`config.mk`:
```
export PLATFORM = sky130hd
export DESIGN_NAME = irq_sense_bank
export DESIGN_NICKNAME = d
export VERILOG_FILES = /design/src/rtl/irq_sense_pkg.sv /design/src/rtl/irq_trig_detect.sv /design/src/rtl/irq_bank_regs.sv /design/src/rtl/irq_sense_bank.sv
export SDC_FILE = /design/constraint.sdc
export NUM_CORES = 1
export LEC_CHECK = 0
export BUFFER_PORTS_ARGS = -buffer_cell sky130_fd_sc_hd__buf_2
export CAP_MARGIN = 20
export CORE_MARGIN = 8
export CORE_UTILIZATION = 55
export CTS_CLUSTER_SIZE = 12
export DETAILED_ROUTE_END_ITERATION = 10
export HOLD_SLACK_MARGIN = 0.15
export PLACE_DENSITY_LB_ADDON = 0.25
export SLEW_MARGIN = 15
export SYNTH_ARGS = -nofsm -noshare
export SYNTH_HDL_FRONTEND = slang
export SYNTH_SLANG_ARGS = --single-unit
```
`constraint.sdc`:
```
create_clock -name clk -period 2.45 [get_ports clk]
set_input_delay 0.735 -clock clk [delete_from_list [all_inputs] [get_ports clk]]
set_output_delay 0.735 -clock clk [all_outputs]
set_load 0.02 [all_outputs]
```
`src/rtl/irq_sense_pkg.sv`:
```
package irq_sense_pkg;

  localparam int ADDR_W = 5;

  localparam logic [ADDR_W-1:0] OFS_ENABLE = 5'h00;
  localparam logic [ADDR_W-1:0] OFS_TYPE0  = 5'h04;
  localparam logic [ADDR_W-1:0] OFS_TYPE1  = 5'h08;
  localparam logic [ADDR_W-1:0] OFS_TYPE2  = 5'h0C;
  localparam logic [ADDR_W-1:0] OFS_STATUS = 5'h10;

  typedef enum logic [2:0] {
    SEL_NONE,
    SEL_ENABLE,
    SEL_TYPE0,
    SEL_TYPE1,
    SEL_TYPE2,
    SEL_STATUS
  } reg_sel_e;

  function automatic reg_sel_e decode_ofs(input logic [ADDR_W-1:0] ofs);
    case (ofs)
      OFS_ENABLE: return SEL_ENABLE;
      OFS_TYPE0:  return SEL_TYPE0;
      OFS_TYPE1:  return SEL_TYPE1;
      OFS_TYPE2:  return SEL_TYPE2;
      OFS_STATUS: return SEL_STATUS;
      default:    return SEL_NONE;
    endcase
  endfunction

endpackage

```
`src/rtl/irq_trig_detect.sv`:
```
module irq_trig_detect #(
  parameter int LINES = 32
) (
  input  logic             clk,
  input  logic             rst,
  input  logic             smp_valid,
  input  logic [LINES-1:0] smp_data,
  input  logic [LINES-1:0] type0,
  input  logic [LINES-1:0] type1,
  input  logic [LINES-1:0] type2,
  output logic [LINES-1:0] hit
);

  // Sample seen at the previous strobe, per line
  logic [LINES-1:0] prev_q;

  always_ff @(posedge clk) begin
    if (rst)            prev_q <= '0;
    else if (smp_valid) prev_q <= smp_data;
  end

  for (genvar g = 0; g < LINES; g++) begin : g_line
    logic rise, fall, match;
    always_comb begin
      rise = smp_data[g] & ~prev_q[g];
      fall = ~smp_data[g] & prev_q[g];
      if (type2[g]) begin
        match = rise | fall;
      end else begin
        case ({type1[g], type0[g]})
          2'b00:   match = fall;
          2'b01:   match = rise;
          2'b10:   match = ~smp_data[g];
          default: match = smp_data[g];
        endcase
      end
    end
    assign hit[g] = smp_valid & match;
  end

  // a line whose sample did not change cannot produce an edge hit
  a_r4_edge_needs_change: assert property (@(posedge clk) disable iff (rst)
    ((hit & ~type1 & ~(smp_data ^ prev_q)) == '0));

endmodule

```
`src/rtl/irq_bank_regs.sv`:
```
module irq_bank_regs import irq_sense_pkg::*; #(
  parameter int LINES = 32
) (
  input  logic              clk,
  input  logic              rst,
  input  logic              reg_wr,
  input  logic [ADDR_W-1:0] reg_addr,
  input  logic [LINES-1:0]  reg_wdata,
  input  logic [LINES-1:0]  hit,
  output logic [LINES-1:0]  en_q,
  output logic [LINES-1:0]  t0_q,
  output logic [LINES-1:0]  t1_q,
  output logic [LINES-1:0]  t2_q,
  output logic [LINES-1:0]  stat_q,
  output logic [LINES-1:0]  en_d,
  output logic [LINES-1:0]  stat_d,
  output logic [LINES-1:0]  reg_rdata
);

  reg_sel_e         sel;
  logic [LINES-1:0] clr;
  logic [LINES-1:0] set;

  always_comb begin
    sel    = decode_ofs(reg_addr);
    en_d   = (reg_wr && sel == SEL_ENABLE) ? reg_wdata : en_q;
    clr    = (reg_wr && sel == SEL_STATUS) ? reg_wdata : '0;
    set    = hit & en_q;
    // detection is ORed after the clear, so it wins
    stat_d = (stat_q & ~clr) | set;
  end

  always_ff @(posedge clk) begin
    if (rst) begin
      en_q      <= '0;
      t0_q      <= '1;
      t1_q      <= '1;
      t2_q      <= '0;
      stat_q    <= '0;
      reg_rdata <= '0;
    end else begin
      en_q   <= en_d;
      stat_q <= stat_d;
      if (reg_wr && sel == SEL_TYPE0) t0_q <= reg_wdata;
      if (reg_wr && sel == SEL_TYPE1) t1_q <= reg_wdata;
      if (reg_wr && sel == SEL_TYPE2) t2_q <= reg_wdata;
      case (sel)
        SEL_ENABLE: reg_rdata <= en_q;
        SEL_TYPE0:  reg_rdata <= t0_q;
        SEL_TYPE1:  reg_rdata <= t1_q;
        SEL_TYPE2:  reg_rdata <= t2_q;
        SEL_STATUS: reg_rdata <= stat_q;
        default:    reg_rdata <= '0;
      endcase
    end
  end

  // reset values
  a_r1_reset_state: assert property (@(posedge clk)
    rst |=> (en_q == '0 && t0_q == '1 && t1_q == '1 && t2_q == '0 && stat_q == '0));

  // a status bit cannot rise on a line that was disabled
  a_r5_masked_no_set: assert property (@(posedge clk) disable iff (rst)
    1'b1 |=> ((stat_q & ~$past(stat_q) & ~$past(en_q)) == '0));

  // bits written as one are clear afterwards unless a detection hit them
  a_r6_w1c: assert property (@(posedge clk) disable iff (rst)
    (reg_wr && sel == SEL_STATUS) |=> ((stat_q & $past(reg_wdata) & ~$past(hit & en_q)) == '0));

  // every enabled hit leaves its status bit set
  a_r9_hit_sets: assert property (@(posedge clk) disable iff (rst)
    1'b1 |=> (($past(hit & en_q) & ~stat_q) == '0));

endmodule

```
`src/rtl/irq_sense_bank.sv`:
```
module irq_sense_bank import irq_sense_pkg::*; #(
  parameter int LINES = 32
) (
  input  logic              clk,
  input  logic              rst,
  input  logic              smp_valid,
  input  logic [LINES-1:0]  smp_data,
  input  logic              reg_wr,
  input  logic [ADDR_W-1:0] reg_addr,
  input  logic [LINES-1:0]  reg_wdata,
  output logic [LINES-1:0]  reg_rdata,
  output logic              irq
);

  logic [LINES-1:0] hit;
  logic [LINES-1:0] en_q, t0_q, t1_q, t2_q, stat_q, en_d, stat_d;

  irq_trig_detect #(.LINES(LINES)) u_detect (
    .clk       (clk),
    .rst       (rst),
    .smp_valid (smp_valid),
    .smp_data  (smp_data),
    .type0     (t0_q),
    .type1     (t1_q),
    .type2     (t2_q),
    .hit       (hit)
  );

  irq_bank_regs #(.LINES(LINES)) u_regs (
    .clk       (clk),
    .rst       (rst),
    .reg_wr    (reg_wr),
    .reg_addr  (reg_addr),
    .reg_wdata (reg_wdata),
    .hit       (hit),
    .en_q      (en_q),
    .t0_q      (t0_q),
    .t1_q      (t1_q),
    .t2_q      (t2_q),
    .stat_q    (stat_q),
    .en_d      (en_d),
    .stat_d    (stat_d),
    .reg_rdata (reg_rdata)
  );

  // Built from next-state values so irq moves on the same edge as the registers
  always_ff @(posedge clk) begin
    if (rst) irq <= 1'b0;
    else     irq <= |(stat_d & en_d);
  end

  // irq tracks the registered status and enable
  a_r8_irq_follows: assert property (@(posedge clk) disable iff (rst)
    irq == |(stat_q & en_q));

  // no status bit rises in a cycle without a sample strobe
  a_r4_idle_no_set: assert property (@(posedge clk) disable iff (rst)
    !smp_valid |=> ((stat_q & ~$past(stat_q)) == '0));

endmodule

```
# After elaboration in Yosys (flattened, before gate mapping)
# Cells that the tools add are included.
# word_totals
register_bits	225
input_bits	73
out_inout_bits	33
elab_cells	385
# op_classes
n_eq_ne	73
n_mux	68
bitwise_logic	197
n_reduce_logical	39
# ops
cell	n
$pmux 32 s5	1
$and 1x1->1	96
$and 32x32->32	3
$pmux 1 s3	32
$eq 2x1->1 const B	32
$eq 2x2->1 const B	32
$logic_not 2->1	32
$mux 32	2
$not 1->1	64
$mux 1	32
$not 32->32	1
$or 1x1->1	32
$or 32x32->32	1
$reduce_or 32->1	1
$pmux 3 s5	1
$eq 5x4->1 const B	2
$eq 3x2->1 const B	2
$eq 3x3->1 const B	2
$eq 5x3->1 const B	1
$eq 5x5->1 const B	1
$logic_and 1x1->1	5
$logic_not 5->1	1
$eq 3x1->1 const B	1

# Depth between registers and ports, before layout
# depth
ltp_word	10
depth_mapped	8
ltp_nobuf	8

# Modules after synthesis
# Synthesis repeated with hierarchy kept, for this count alone.
# hier_totals
cells_unflattened	1383
area_unflattened_um2	12928.6
# by_module_without_submodules
mod	instances	cells_per_inst	area_per_inst_um2	seq_area_each_um2
irq_bank_regs	1	964	9162.5	3843.7
irq_trig_detect	1	396	3580.9	640.6
irq_sense_bank	1	23	185.2	20.0

# Least setup slack after synthesis
# No wires, ideal clock.
# synth_path
path_type	input -> register
start	input smp_data[0]
end	register irq
setup_ns	0.140
arrival_ns	2.100
required_ns	2.310
slack_ns	0.210
path_stages	8
n_path_buf	0
path_cell_list	inv_1 ha_1 nor2b_1 a2111o_1 a31oi_1 o22ai_1 nor4_1 a41oi_1
# synth_between
elab_chain_cells	9
elab_cells_between_ends	11
classes_between	mux (2); bitwise (8); reduce/logical (1)
# synth_rtl
element	line_no	source
start: declaration	irq_sense_bank.sv:7	input logic [LINES-1:0] smp_data,
$not 1->1	irq_trig_detect.sv:26, irq_trig_detect.sv:33	
$and 1x1->1	irq_trig_detect.sv:26	fall = ~smp_data[g] & prev_q[g];
$pmux 1 s3 / $or 1x1->1 (equally long branches)	irq_trig_detect.sv:30, irq_trig_detect.sv:28	
$mux 1 (*)	irq_trig_detect.sv:27	if (type2[g]) begin
$and 1x1->1 (*)	irq_trig_detect.sv:38	assign hit[g] = smp_valid & match;
$and 32x32->32 (*)	irq_bank_regs.sv:28	set = hit & en_q;
$or 32x32->32 (*)	irq_bank_regs.sv:30	stat_d = (stat_q & ~clr) | set;
$and 32x32->32 (*)	irq_sense_bank.sv:49	else irq <= |(stat_d & en_d);
$reduce_or 32->1 (*)	irq_sense_bank.sv:49	
end signal: assignment	irq_sense_bank.sv:49	
end: declaration	irq_sense_bank.sv:12	output logic irq
# Every way passes the cells marked *; elsewhere a longest branch is shown, timed or not.
# A chain may end at the register's enable or synchronous reset.

# Worst setup path in the final report
# Ends and elaborated chain as after synthesis.

==> flow_results.org <==
** Outcome
- Outcome :: finished, final reports clean

** Global route
- Entering global routing, the biggest net connects 56 pins.
- In the global route stage, overall resource usage came out at 24.5%.
- Number of antenna violations at the first check in global routing :: 1
- Number of global-route vias before repair :: 9916
- The first global-routing pass estimated 52.2 mm of wire.
- Global-route congestion overflow total :: 0

** Flow run
- Maxcap violations :: 0

** Floorplan
- Chip Height :: 160 um
- Overall die area :: 25500 um2
- Number of placed I/O pins :: 106
- After floorplanning, the core was divided into 52 placement rows.
- Core Region :: 20200 um2
- Starting density of the core :: 56.2%
- The floorplan step set the die width to 160 um.

** STA
- Timing would allow up to 449 MHz.
- Number of endpoints with negative hold slack in the final report :: 0
- The worst pin sits at a relative slew slack of 61.7%.
- The final count of pins violating max slew was 0.
- Hold is met by 0.485 ns.
- Crit share post-route :: 91.0%
- For the final database, setup skew stands at 0.00786 ns.
- Minimum clock period after layout :: 2.23 ns
- For the pin with the worst max-slew slack, the measured transition is 0.574 ns.
- Setup repair after global routing left no endpoint under its margin.
- Setup-violating endpoint count in the final report :: 0

** Placed design
- Final weighted congestion in routability-driven placement :: 0.848
- Post-DP HPWL :: 21.5 mm
- Input/output buffers :: 105

** Logic synthesis
- For this run, the number of Yosys warnings is 0.
- When the netlist entered floorplanning its net count stood at 1413.
- The top cell type by area accounts for 39.6% of the synthesized area.
- Number of distinct standard cells referenced by the synthesized netlist :: 34
- Of all flip-flops after synthesis, the portion carrying an async set or reset was 0%.
- Yosys mapped a number of flops with a built-in enable equal to 0.
- Most used standard cell by instance count after synthesis :: sky130_fd_sc_hd__dfxtp_1
- The most used flip-flop cell after synthesis is sky130_fd_sc_hd__dfxtp_1.
- In this run, synthesis produced a sequential element count of 225.
- Ranked by total cell area, the synthesized netlist is headed by sky130_fd_sc_hd__dfxtp_1 (40%), sky130_fd_sc_hd__mux2i_1 (8.5%), sky130_fd_sc_hd__ha_1 (7.0%), sky130_fd_sc_hd__a211o_1 (4.9%), sky130_fd_sc_hd__a21oi_1 (4.2%).
- Number of cells produced by synthesis :: 1276
- Post-synthesis cell type with the largest combined area :: sky130_fd_sc_hd__dfxtp_1
- Sequential share of the synthesized area :: 39.6%
- The cell area that synthesis handed to floorplanning was 11400 um2.
- The average instance in the mapped netlist occupies 8.91 um2.
- The commonest cells after synthesis are sky130_fd_sc_hd__dfxtp_1 (225), sky130_fd_sc_hd__nand2_1 (127), sky130_fd_sc_hd__nor2_1 (125).

** Critical path
- Worst r2r src :: u_detect.prev_q[0]
- The critical path in this run is classified as in2reg.
- Highest net fanout along the worst path :: 2
- The critical path starts at smp_data[0].
- STA classifies the critical path startpoint as a primary input.
- Arrival time at the worst endpoint :: 2.61 ns
- Required time at the worst-slack endpoint :: 2.83 ns
- Measured in cells, the most critical reg-to-reg path has a length of 7.
- STA classifies the critical path endpoint as a flop.

** Clock tree
- After clock tree synthesis, the clock-pin slew on the worst setup and hold paths is 0.06 ns.
- Clock buffer count from CTS :: 26
- The clock passes through at most 3 buffers.
- Count of cells resized by post-cts repair :: 0
- TritonCTS built the clock tree.
- Clock latency of the later-clocked register in the worst-skew pair :: 0.53 ns
- The number of setup buffers added after CTS is 0.
- Cts hold-fix bufs :: 0
- The tree is rooted in a sky130_fd_sc_hd__clkbuf_16.
- Deepest level of the CTS H-tree :: 1
- The tree built by TritonCTS fans out to 225 sinks.

** Drt
- In the routed design, unresolved DRC markers number 0.
- Dividing the detail-routed wire length by the instance count gives 19.4 um.
- Remaining antenna violation count :: 0
- In the routed layout, each cell is associated on average with a via count of 5.90.
- Drt first pass iters :: 5
- The first routing iteration left 962 violations.
- Via total after detailed routing :: 9923
- Summed over all layers, the routed wires come to 32.5 mm.

** Hold path
- Startpoint of the most critical hold path :: reg_wdata[6]
- Counting instances, the worst hold path has a depth of 2.
- The path class of the tightest hold or removal check is in2reg.

** Finish
- Measured on the finished design, the core utilization comes to 66.1%.
- FILL cells :: 1665
- Number of nets in the finished design :: 1531
- Fraction of final layout cells with drive strength greater than 1 :: 17.7%
- Compared with the post-synthesis result, the final layout area differs by 17.7%.

** Pwr
- Pwr/cell area :: 607 nW/um2
- VDD sags by at most 0.000469 V.
- Reported leakage power :: 5.83 nW
registers in the layout, summed over array words and instances, names as in the netlist:
signal / flops
u_regs.t0_q: 32
u_regs.reg_rdata: 32
u_regs.stat_q: 32
u_regs.t2_q: 32
u_regs.en_q: 32
irq: 1
u_detect.prev_q: 32
u_regs.t1_q: 32
power breakdown:
group | internal, mW | leakage [nW] | switching, mW
Combinational | 0.294 | 3.62 | 0.414
Sequential | 3.72 | 1.82 | 0.0507
Clock | 2.16 | 0.385 | 1.49
Total | 6.17 | 5.83 | 1.95
per-layer routing:
layer	up-vias	share of wire [%]	GRT usage [%]
met5	-	0	0
met4	0	2.1	6.33
met3	57	7.7	3.98
met2	395	46	41.2
met1	4729	44	32.2
li1	4742	-	-
final timing paths:
| kind | to | slack (ns) |
|---|---|---|
| hold / removal | u_regs.t1_q[6] | 0.48 |
| setup / recovery | irq | 0.22 |
| setup reg to reg | irq | 0.25 |
| hold reg to reg | u_regs.t2_q[14] | 0.50 |
layout make-up:
cell class,instances,area [um2],share of cell area (%)
tap,270,338,2.52
sequential,225,4500,33.7
timing repair buffer,174,1230,9.17
inverter,68,255,1.91
clock buffer,42,782,5.84
multi-input combinational,899,6260,46.8
clock inverter,2,12.5,0.0935
antenna,1,2.50,0.0187
metrics by stage:
stage	instances	total power, mW	TNS, ns	area, um2	setup slack (ns)
2_1_floorplan	1276	4.23	0	11400	0.210
3_3_place_gp	1636	4.52	-0.424	12600	-0.220
3_5_place_dp	1636	4.54	-0.731	12600	-0.291
4_1_cts	1680	8.16	0	13400	0.261
5_1_grt	1680	8.39	0	13400	0.109
6_report	1681	8.12	0	13400	0.221
critical path, stage by stage:
cell and delay (ns):
sky130_fd_sc_hd__buf_2 0.09, sky130_fd_sc_hd__inv_1 0.05, sky130_fd_sc_hd__ha_1 0.18, sky130_fd_sc_hd__nor2b_1 0.12, sky130_fd_sc_hd__a2111o_1 0.39, sky130_fd_sc_hd__a31oi_1 0.27, sky130_fd_sc_hd__o22ai_1 0.16, sky130_fd_sc_hd__nor4_1 0.45
sky130_fd_sc_hd__a41oi_1 0.18
placed cells by master (no fill, tap or decap), types with 16 or more instances in the layout:
| cell | instances |
|---|---|
| sky130_fd_sc_hd__a211o_1 | 64 |
| sky130_fd_sc_hd__a21oi_1 | 96 |
| sky130_fd_sc_hd__a22oi_1 | 64 |
| sky130_fd_sc_hd__a32oi_1 | 25 |
| sky130_fd_sc_hd__and3_1 | 33 |
| sky130_fd_sc_hd__buf_2 | 103 |
| sky130_fd_sc_hd__buf_4 | 56 |
| sky130_fd_sc_hd__clkbuf_16 | 27 |
| sky130_fd_sc_hd__dfxtp_1 | 225 |
| sky130_fd_sc_hd__ha_1 | 64 |
| sky130_fd_sc_hd__inv_1 | 68 |
| sky130_fd_sc_hd__mux2_2 | 32 |
| sky130_fd_sc_hd__mux2i_1 | 96 |
| sky130_fd_sc_hd__nand2_1 | 127 |
| sky130_fd_sc_hd__nand3_1 | 29 |
| sky130_fd_sc_hd__nand3b_1 | 32 |
| sky130_fd_sc_hd__nor2_1 | 125 |
| sky130_fd_sc_hd__nor2b_1 | 36 |
| sky130_fd_sc_hd__o22ai_1 | 16 |
| sky130_fd_sc_hd__xor2_1 | 28 |
logic make-up after synthesis:
logic type | share of synthesized area, %
muxes | 11.6
AOI/OAI and AO/OA | 17.6
xor gates and xnor gates | 2.16
buffers and inverters | 5.51
DFF | 39.6
adders and majority gates | 7.04
and+or+nand+nor | 16.5
Note: power is estimated with default switching activity, not from simulation.
